### src/rtl/clkui_pkg.sv
package clkui_pkg;
  typedef enum logic [2:0] {
    MODE_RUN   = 3'd0,
    MODE_T_HR  = 3'd1,
    MODE_T_MIN = 3'd2,
    MODE_T_SEC = 3'd3,
    MODE_A_HR  = 3'd4,
    MODE_A_MIN = 3'd5
  } clk_mode_e;

  localparam int NUM_BTN    = 3;
  localparam int BTN_MODE   = 0;
  localparam int BTN_ADJ    = 1;
  localparam int BTN_HOME   = 2;
  localparam int NUM_FIELDS = 5;
endpackage

### src/rtl/clkui_btn_cond.sv
module clkui_btn_cond #(
  parameter int STAGES = 2
) (
  input  logic clk,
  input  logic rst,
  input  logic btn_raw,
  output logic press
);
  logic [STAGES:0] shift_q;

  always_ff @(posedge clk) begin
    if (rst) shift_q <= '0;
    else     shift_q <= {shift_q[STAGES-1:0], btn_raw};
  end

  // rising edge of the synchronized level
  assign press = shift_q[STAGES-1] & ~shift_q[STAGES];
endmodule

### src/rtl/clkui_mode_fsm.sv
module clkui_mode_fsm
  import clkui_pkg::*;
(
  input  logic      clk,
  input  logic      rst,
  input  logic      step,
  input  logic      home,
  output clk_mode_e mode
);
  clk_mode_e mode_q, mode_d;

  always_comb begin
    mode_d = mode_q;
    if (home) begin
      mode_d = MODE_RUN;
    end else if (step) begin
      if (mode_q == MODE_A_MIN) mode_d = MODE_RUN;
      else                      mode_d = clk_mode_e'(mode_q + 3'd1);
    end
  end

  always_ff @(posedge clk) begin
    if (rst) mode_q <= MODE_RUN;
    else     mode_q <= mode_d;
  end

  assign mode = mode_q;
endmodule

### src/rtl/clkui_out_decode.sv
module clkui_out_decode
  import clkui_pkg::*;
(
  input  logic                  clk,
  input  logic                  rst,
  input  clk_mode_e             mode,
  input  logic                  adj,
  input  logic                  home,
  output logic [NUM_FIELDS-1:0] inc,
  output logic                  flash_hr,
  output logic                  flash_min,
  output logic                  flash_sec,
  output logic                  show_alarm
);
  // field f is adjusted in mode f+1
  for (genvar f = 0; f < NUM_FIELDS; f++) begin : g_inc
    localparam logic [2:0] FIELD_MODE = 3'(f + 1);
    always_ff @(posedge clk) begin
      if (rst) inc[f] <= 1'b0;
      else     inc[f] <= adj & ~home & (mode == clk_mode_e'(FIELD_MODE));
    end
  end

  always_comb begin
    flash_hr   = (mode == MODE_T_HR)  || (mode == MODE_A_HR);
    flash_min  = (mode == MODE_T_MIN) || (mode == MODE_A_MIN);
    flash_sec  = (mode == MODE_T_SEC);
    show_alarm = (mode == MODE_A_HR)  || (mode == MODE_A_MIN);
  end
endmodule

### src/rtl/clkui_ctrl.sv
module clkui_ctrl
  import clkui_pkg::*;
#(
  parameter int SYNC_STAGES = 2
) (
  input  logic clk,
  input  logic rst,
  input  logic btn_mode,
  input  logic btn_adj,
  input  logic btn_home,
  output logic inc_time_hr,
  output logic inc_time_min,
  output logic inc_time_sec,
  output logic inc_alarm_hr,
  output logic inc_alarm_min,
  output logic flash_hr,
  output logic flash_min,
  output logic flash_sec,
  output logic show_alarm
);
  logic [NUM_BTN-1:0]    raw;
  logic [NUM_BTN-1:0]    press;
  logic [NUM_FIELDS-1:0] inc;
  clk_mode_e             mode_q;

  assign raw[BTN_MODE] = btn_mode;
  assign raw[BTN_ADJ]  = btn_adj;
  assign raw[BTN_HOME] = btn_home;

  for (genvar b = 0; b < NUM_BTN; b++) begin : g_btn
    clkui_btn_cond #(.STAGES(SYNC_STAGES)) u_cond (
      .clk(clk), .rst(rst), .btn_raw(raw[b]), .press(press[b])
    );
  end

  clkui_mode_fsm u_fsm (
    .clk(clk), .rst(rst),
    .step(press[BTN_MODE]), .home(press[BTN_HOME]),
    .mode(mode_q)
  );

  clkui_out_decode u_dec (
    .clk(clk), .rst(rst), .mode(mode_q),
    .adj(press[BTN_ADJ]), .home(press[BTN_HOME]),
    .inc(inc), .flash_hr(flash_hr), .flash_min(flash_min),
    .flash_sec(flash_sec), .show_alarm(show_alarm)
  );

  assign inc_time_hr   = inc[0];
  assign inc_time_min  = inc[1];
  assign inc_time_sec  = inc[2];
  assign inc_alarm_hr  = inc[3];
  assign inc_alarm_min = inc[4];
endmodule

### config.mk
export PLATFORM = sky130hd
export DESIGN_NAME = clkui_ctrl
export DESIGN_NICKNAME = d
export VERILOG_FILES = /design/src/rtl/clkui_pkg.sv /design/src/rtl/clkui_btn_cond.sv /design/src/rtl/clkui_mode_fsm.sv /design/src/rtl/clkui_out_decode.sv /design/src/rtl/clkui_ctrl.sv
export SDC_FILE = /design/constraint.sdc
export NUM_CORES = 1
export LEC_CHECK = 0
export ABC_AREA = 1
export BUFFER_PORTS_ARGS = -buffer_cell sky130_fd_sc_hd__buf_4
export CELL_PAD_IN_SITES_DETAIL_PLACEMENT = 1
export CELL_PAD_IN_SITES_GLOBAL_PLACEMENT = 1
export CORE_MARGIN = 2
export CORE_UTILIZATION = 25
export CTS_BUF_LIST = sky130_fd_sc_hd__clkbuf_16
export CTS_CLUSTER_DIAMETER = 150
export DETAILED_ROUTE_END_ITERATION = 8
export PLACE_DENSITY_LB_ADDON = 0.1
export SLEW_MARGIN = 10
export SYNTH_ARGS = -nofsm -noshare
export SYNTH_HDL_FRONTEND = slang
export SYNTH_HIERARCHICAL = 1
export SYNTH_SLANG_ARGS = --single-unit
export TNS_END_PERCENT = 30
### constraint.sdc
create_clock -name clk -period 1.1 [get_ports clk]
set_input_delay 0.11 -clock clk [delete_from_list [all_inputs] [get_ports clk]]
set_output_delay 0.11 -clock clk [all_outputs]
set_load 0.01 [all_outputs]
Word level (Yosys, flattened, before mapping):

Cells that the tools add are included.

* input bits: 5
* memories kept: 0
* bits in latches: 0
* memory bits (writable): 0
* logic and storage cells: 33
* ROM bits: 0
* flip-flop bits (word level): 17
* output and inout bits: 9

* div/mod/pow operators: 0
* reductions and logical operators: 4
* shifts and indexed selects: 0
* mux-type cells: 1
* eq/ne operators: 5
* add/sub/neg operators: 1
* magnitude comparators: 0
* multiply operators: 0
* bitwise logic cells: 13

Operators by type and width (count)
* 1-bit AND: 9
* 3-bit by 2-bit equality test with 1-bit output, second input constant: 2
* 3-bit equality test, second input constant: 2
* 1-bit NOT: 4
* 3-bit by 1-bit adder with 3-bit output, second input constant: 1
* 3-bit by 1-bit equality test with 1-bit output, second input constant: 1
* 1-bit logical OR: 3
* 3-bit two-way mux: 1
* 2-bit OR reduction: 1

Logic depth before layout (Yosys ltp):

* depth after elaboration: 5
* mapped depth: 6
* depth with buffers taken out: 6

Cells and area by module:

Netlist, hierarchy kept.

Modules (own cells, without submodules)
* clkui_btn_cond: cells an instance 10, area an instance 86.3 um^2, instances 3, sequential area each 60.1 um^2
* clkui_out_decode: cells an instance 25, area an instance 188.9 um^2, instances 1, sequential area each 100.1 um^2
* clkui_mode_fsm: cells an instance 19, area an instance 133.9 um^2, instances 1, sequential area each 60.1 um^2

Least setup slack after synthesis:

Ideal clock, no wire load.

* kind: flip-flop to flip-flop
* start point: register g_btn[2].u_cond.shift_q[1]
* end point: register u_dec.inc[0]
* required time: 982 ps
* library setup time: 118 ps
* clock period less this slack: 860 ps
* path slack: 240 ps
* arrival: 742 ps
* path buffers: 0
* cell stages (with the launch flop): 5
* cells stage by stage: dfxtp_1 inv_1 nor2_1 nand3b_1 nor2_1

* word-level cells in the longest chain between the ends: 4

Ends and longest elaborated chain
* start: declaration: RTL line clkui_btn_cond.sv:9 `logic [STAGES:0] shift_q;`
* start signal: assignment: RTL line clkui_btn_cond.sv:13 `else shift_q <= {shift_q[STAGES-1:0], btn_raw};`
* 1-bit AND: RTL line clkui_btn_cond.sv:17 `assign press = shift_q[STAGES-1] & ~shift_q[STAGES];`
* net press[2]: RTL line clkui_ctrl.sv:22 `logic [NUM_BTN-1:0] press;`
* 1-bit NOT: RTL line clkui_out_decode.sv:20 `else inc[f] <= adj & ~home & (mode == clk_mode_e'(FIELD_MODE));`
* 1-bit AND (2 in a row): RTL line clkui_out_decode.sv:20
* end signal: indexed assignment: RTL line clkui_out_decode.sv:20
* end: declaration: RTL line clkui_out_decode.sv:9 `output logic [NUM_FIELDS-1:0] inc,`

The timed path passes the listed nets, and every way through them passes these cells.
A chain may end at the register's enable or synchronous reset.

Worst setup path after layout:

* start point: register u_fsm.mode_q[1] (netlist: u_fsm/mode[1])
* end point: output port flash_hr

* word-level cells in the longest chain between the ends: 2
* elaborated cells between the ends (all ways): 3
* classes of those cells: 2 x eq/ne; 1 x reduce/logical

Ends and longest elaborated chain
* start: declaration: RTL line clkui_mode_fsm.sv:10 `clk_mode_e mode_q, mode_d;`
* start signal: assignment: RTL line clkui_mode_fsm.sv:24 `else mode_q <= mode_d;`
* 3-bit by 1-bit equality test with 1-bit output / 3-bit equality test (equally long branches): RTL line clkui_out_decode.sv:25 `flash_hr = (mode == MODE_T_HR) || (mode == MODE_A_HR);`
* 1-bit logical OR (*): RTL line clkui_out_decode.sv:25
* end: declaration: RTL line clkui_ctrl.sv:16 `output logic flash_hr,`

Every way passes the cells marked *; elsewhere a longest branch is shown, timed or not.

==> flow_metrics.tcl <==
set metrics [dict create \
    synth_seq_cells 17 \
    cellLeakagePower_nw 0.4159 \
    yosysMostFrequentCell "nor2_1" \
    synth.distinct_cells 10 \
    yosys_warnings 6 \
    dieArea_sq_um 2729 \
    stdcell_area_sq_um 868.3 \
    syn_area_sq_um 581.8 \
    synth-async-reset-ratio_pct 0 \
    yosys-top-cells-area "dfxtp_1 58%, nor2_1 15%, inv_1 10%" \
    worstSetupPathType "reg -> out" \
    worst-r2r-setup-slack_ns 0.02 \
    cts_num_sinks 17 \
    synth_top_area_share_pct 58.49 \
    synthCells 74 \
    wl_microns 1146 \
    synth_common_cells "24 x nor2_1, 17 x dfxtp_1, 16 x inv_1" \
    crit_required_ns 0.99 \
    hold_path_depth 3 \
    rows 17 \
    max_freq_mhz 911.2 \
    relSlewSlack_pct 84.02 \
    hp-start "btn_mode" \
    powerDensity_nw_per_um2 1632 \
    worstPathMaxFanout 5 \
    setup_viol 0 \
    first_global_vias 536 \
    route.detailed.drc 0 \
    min_path_type "in -> reg" \
    place.gp.congestion 0.6778 \
    r2r_cells 6 \
    skew_ns 0.002775 \
    status "complete, no violations" \
    antenna_cells 0 \
    ios 14 \
    rsz0062_at_grt "true" \
    final_nets 101 \
    die_h_microns 52.24 \
    ctsLongestPathBuffers 2 \
    hold_violations 0 \
    port_buffers 13 \
    clock_latency_ns 0.24 \
    syn_avg_cell_area_sq_um 7.862 \
    antenna_found_initial 0 \
    r2r-start "u_fsm/mode[1]" \
    grt_pass1_wl_microns 2035 \
    path_clk_slew_ns 0.05 \
    ant_nets 0 \
    fin_setup_tns_ns 0 \
    max_cap_viol_count 0 \
    synth_edf_count 0 \
    die_w_microns 52.24 \
    holdBufCountCts 0 \
    drt_iter0_drc 1 \
    crit_arrival_ns 0.99 \
    cts_tree "built" \
    track_usage_pct 10.35 \
    gr-total-overflow 0 \
    fin_crit_ns 1.097 \
    cp-start-kind "flop" \
    crit_path_end_kind "output port" \
    initial_core_util_pct 26.30 \
    numCtsBuffers 3 \
    synth_nets 79 \
    peakVddDrop_mv 1.453 \
    slew_viol_final 0 \
    dp_hpwl_microns 796.5 \
    post-route-util_pct 39.25 \
    core_region_area_sq_um 2212 \
    synthFlopType "dfxtp_1" \
    grt_max_degree 12 \
    wl_per_cell_microns 9.317 \
    tightest_slew_ns 0.2388 \
    drive_above_1_share_pct 38.95 \
    yosysTopAreaCell "dfxtp_1" \
    timing.rr.end "u_dec/inc[3]" \
    drt-pass1-iter-count 4 \
    area_delta_synth_final_pct 49.25 \
    min_to "g_btn[0].u_cond/shift_q[0]" \
    yosysSeqAreaShare_pct 58.49 \
    vias 509 \
    htree_levels 1 \
    root_buffer "clkbuf_16" \
    placedInstanceArea_sq_um 714.4 \
    routed_via_density 4.138 \
    final_min_period_over_clock_period_pct 99.76 \
]
## cell families after synthesis
group / after synthesis / share of synthesized area, %
buffers and inverters: 16 / 10.32
flip-flops: 17 / 58.50
AND/OR/NAND/NOR: 40 / 30.32
AO/OA/AOI/OAI: 1 / 0.8594
## layer usage
layer	vias to the layer above	GRT usage, %	share of wire, %
met4	0	2.564	0
met5	-	0	0
met3	0	4.286	5.3
met2	10	21.10	54
met1	243	9.075	41
li1	256	-	-
## critical path: stages (launching register included)
cell	delay, ns
dfxtp_4	0.37
nor2_4	0.12
nand2_2	0.08
nand2_1	0.07
buf_4	0.11
## area by class of cell
type,count,area [sq um]
fillers,275,1344
flip-flops and latches,17,351.6
multi-input cells,41,211.5
repair buffers,17,127.6
clock buffers,3,75.07
inverters,16,62.56
well taps,28,35.03
clock inverters,1,5.005
## placed cells by master, fill, tap and decap left out, drive strengths merged
| master | netlist | routed |
|---|---|---|
| clkinv | 0 | 1 |
| buf | 0 | 17 |
| nand2 | 10 | 10 |
| nor2 | 25 | 25 |
| clkbuf | 0 | 3 |
| inv | 16 | 16 |
| a21oi | 1 | 1 |
| nand3 | 4 | 4 |
| nand3b | 1 | 1 |
| dfxtp | 17 | 17 |
## where the power goes
part           internal [mW]  switching (mW)
Combinational         0.0286          0.0328
Clock                  0.486           0.234
Sequential             0.627         0.00947
Total                   1.14           0.276
## sequential cells by signal (all words and copies together) (netlist names)
name	cells
g_btn.u_cond/shift_q	9
u_dec/inc	5
u_fsm/mode	3
## metrics by stage
step | hold WS [ns] | setup slack (ns) | cells | total power, mW
after floorplan | 0.1812 | 0.2403 | 74 | 0.6818
after global placement | 0.3114 | 0.1119 | 115 | 0.7089
after detailed placement | 0.3198 | 0.09376 | 115 | 0.7108
after CTS | 0.06189 | -0.001543 | 123 | 1.440
after global routing | 0.07919 | -0.04073 | 123 | 1.488
final | 0.06298 | 0.002592 | 123 | 1.417
## worst max path at each step
| stage | cells after the start | from | end |
|---|---|---|---|
| 4_1_cts | 4 | u_fsm/mode[1] | flash_hr |
| 2_1_floorplan | 4 | g_btn[2].u_cond/shift_q[1] | u_dec/inc[0] |
| 3_3_place_gp | 4 | g_btn[2].u_cond/shift_q[1] | u_dec/inc[0] |
| 5_1_grt | 4 | u_fsm/mode[1] | flash_hr |
| 3_5_place_dp | 4 | g_btn[2].u_cond/shift_q[1] | u_dec/inc[4] |
| 6_report | 4 | u_fsm/mode[1] | flash_hr |
## what timing repair did
| item | in CTS | in global routing |
|---|---|---|
| endpoints found under the hold margin | 0 | 0 |
| resized for setup | 9 | 8 |
| setup buffers | 4 | 0 |
| setup endpoints to repair | 4 | 5 |
| pin swaps | 1 | 2 |
| gates cloned | 0 | 0 |
Note: power is estimated with default switching activity, not from simulation.
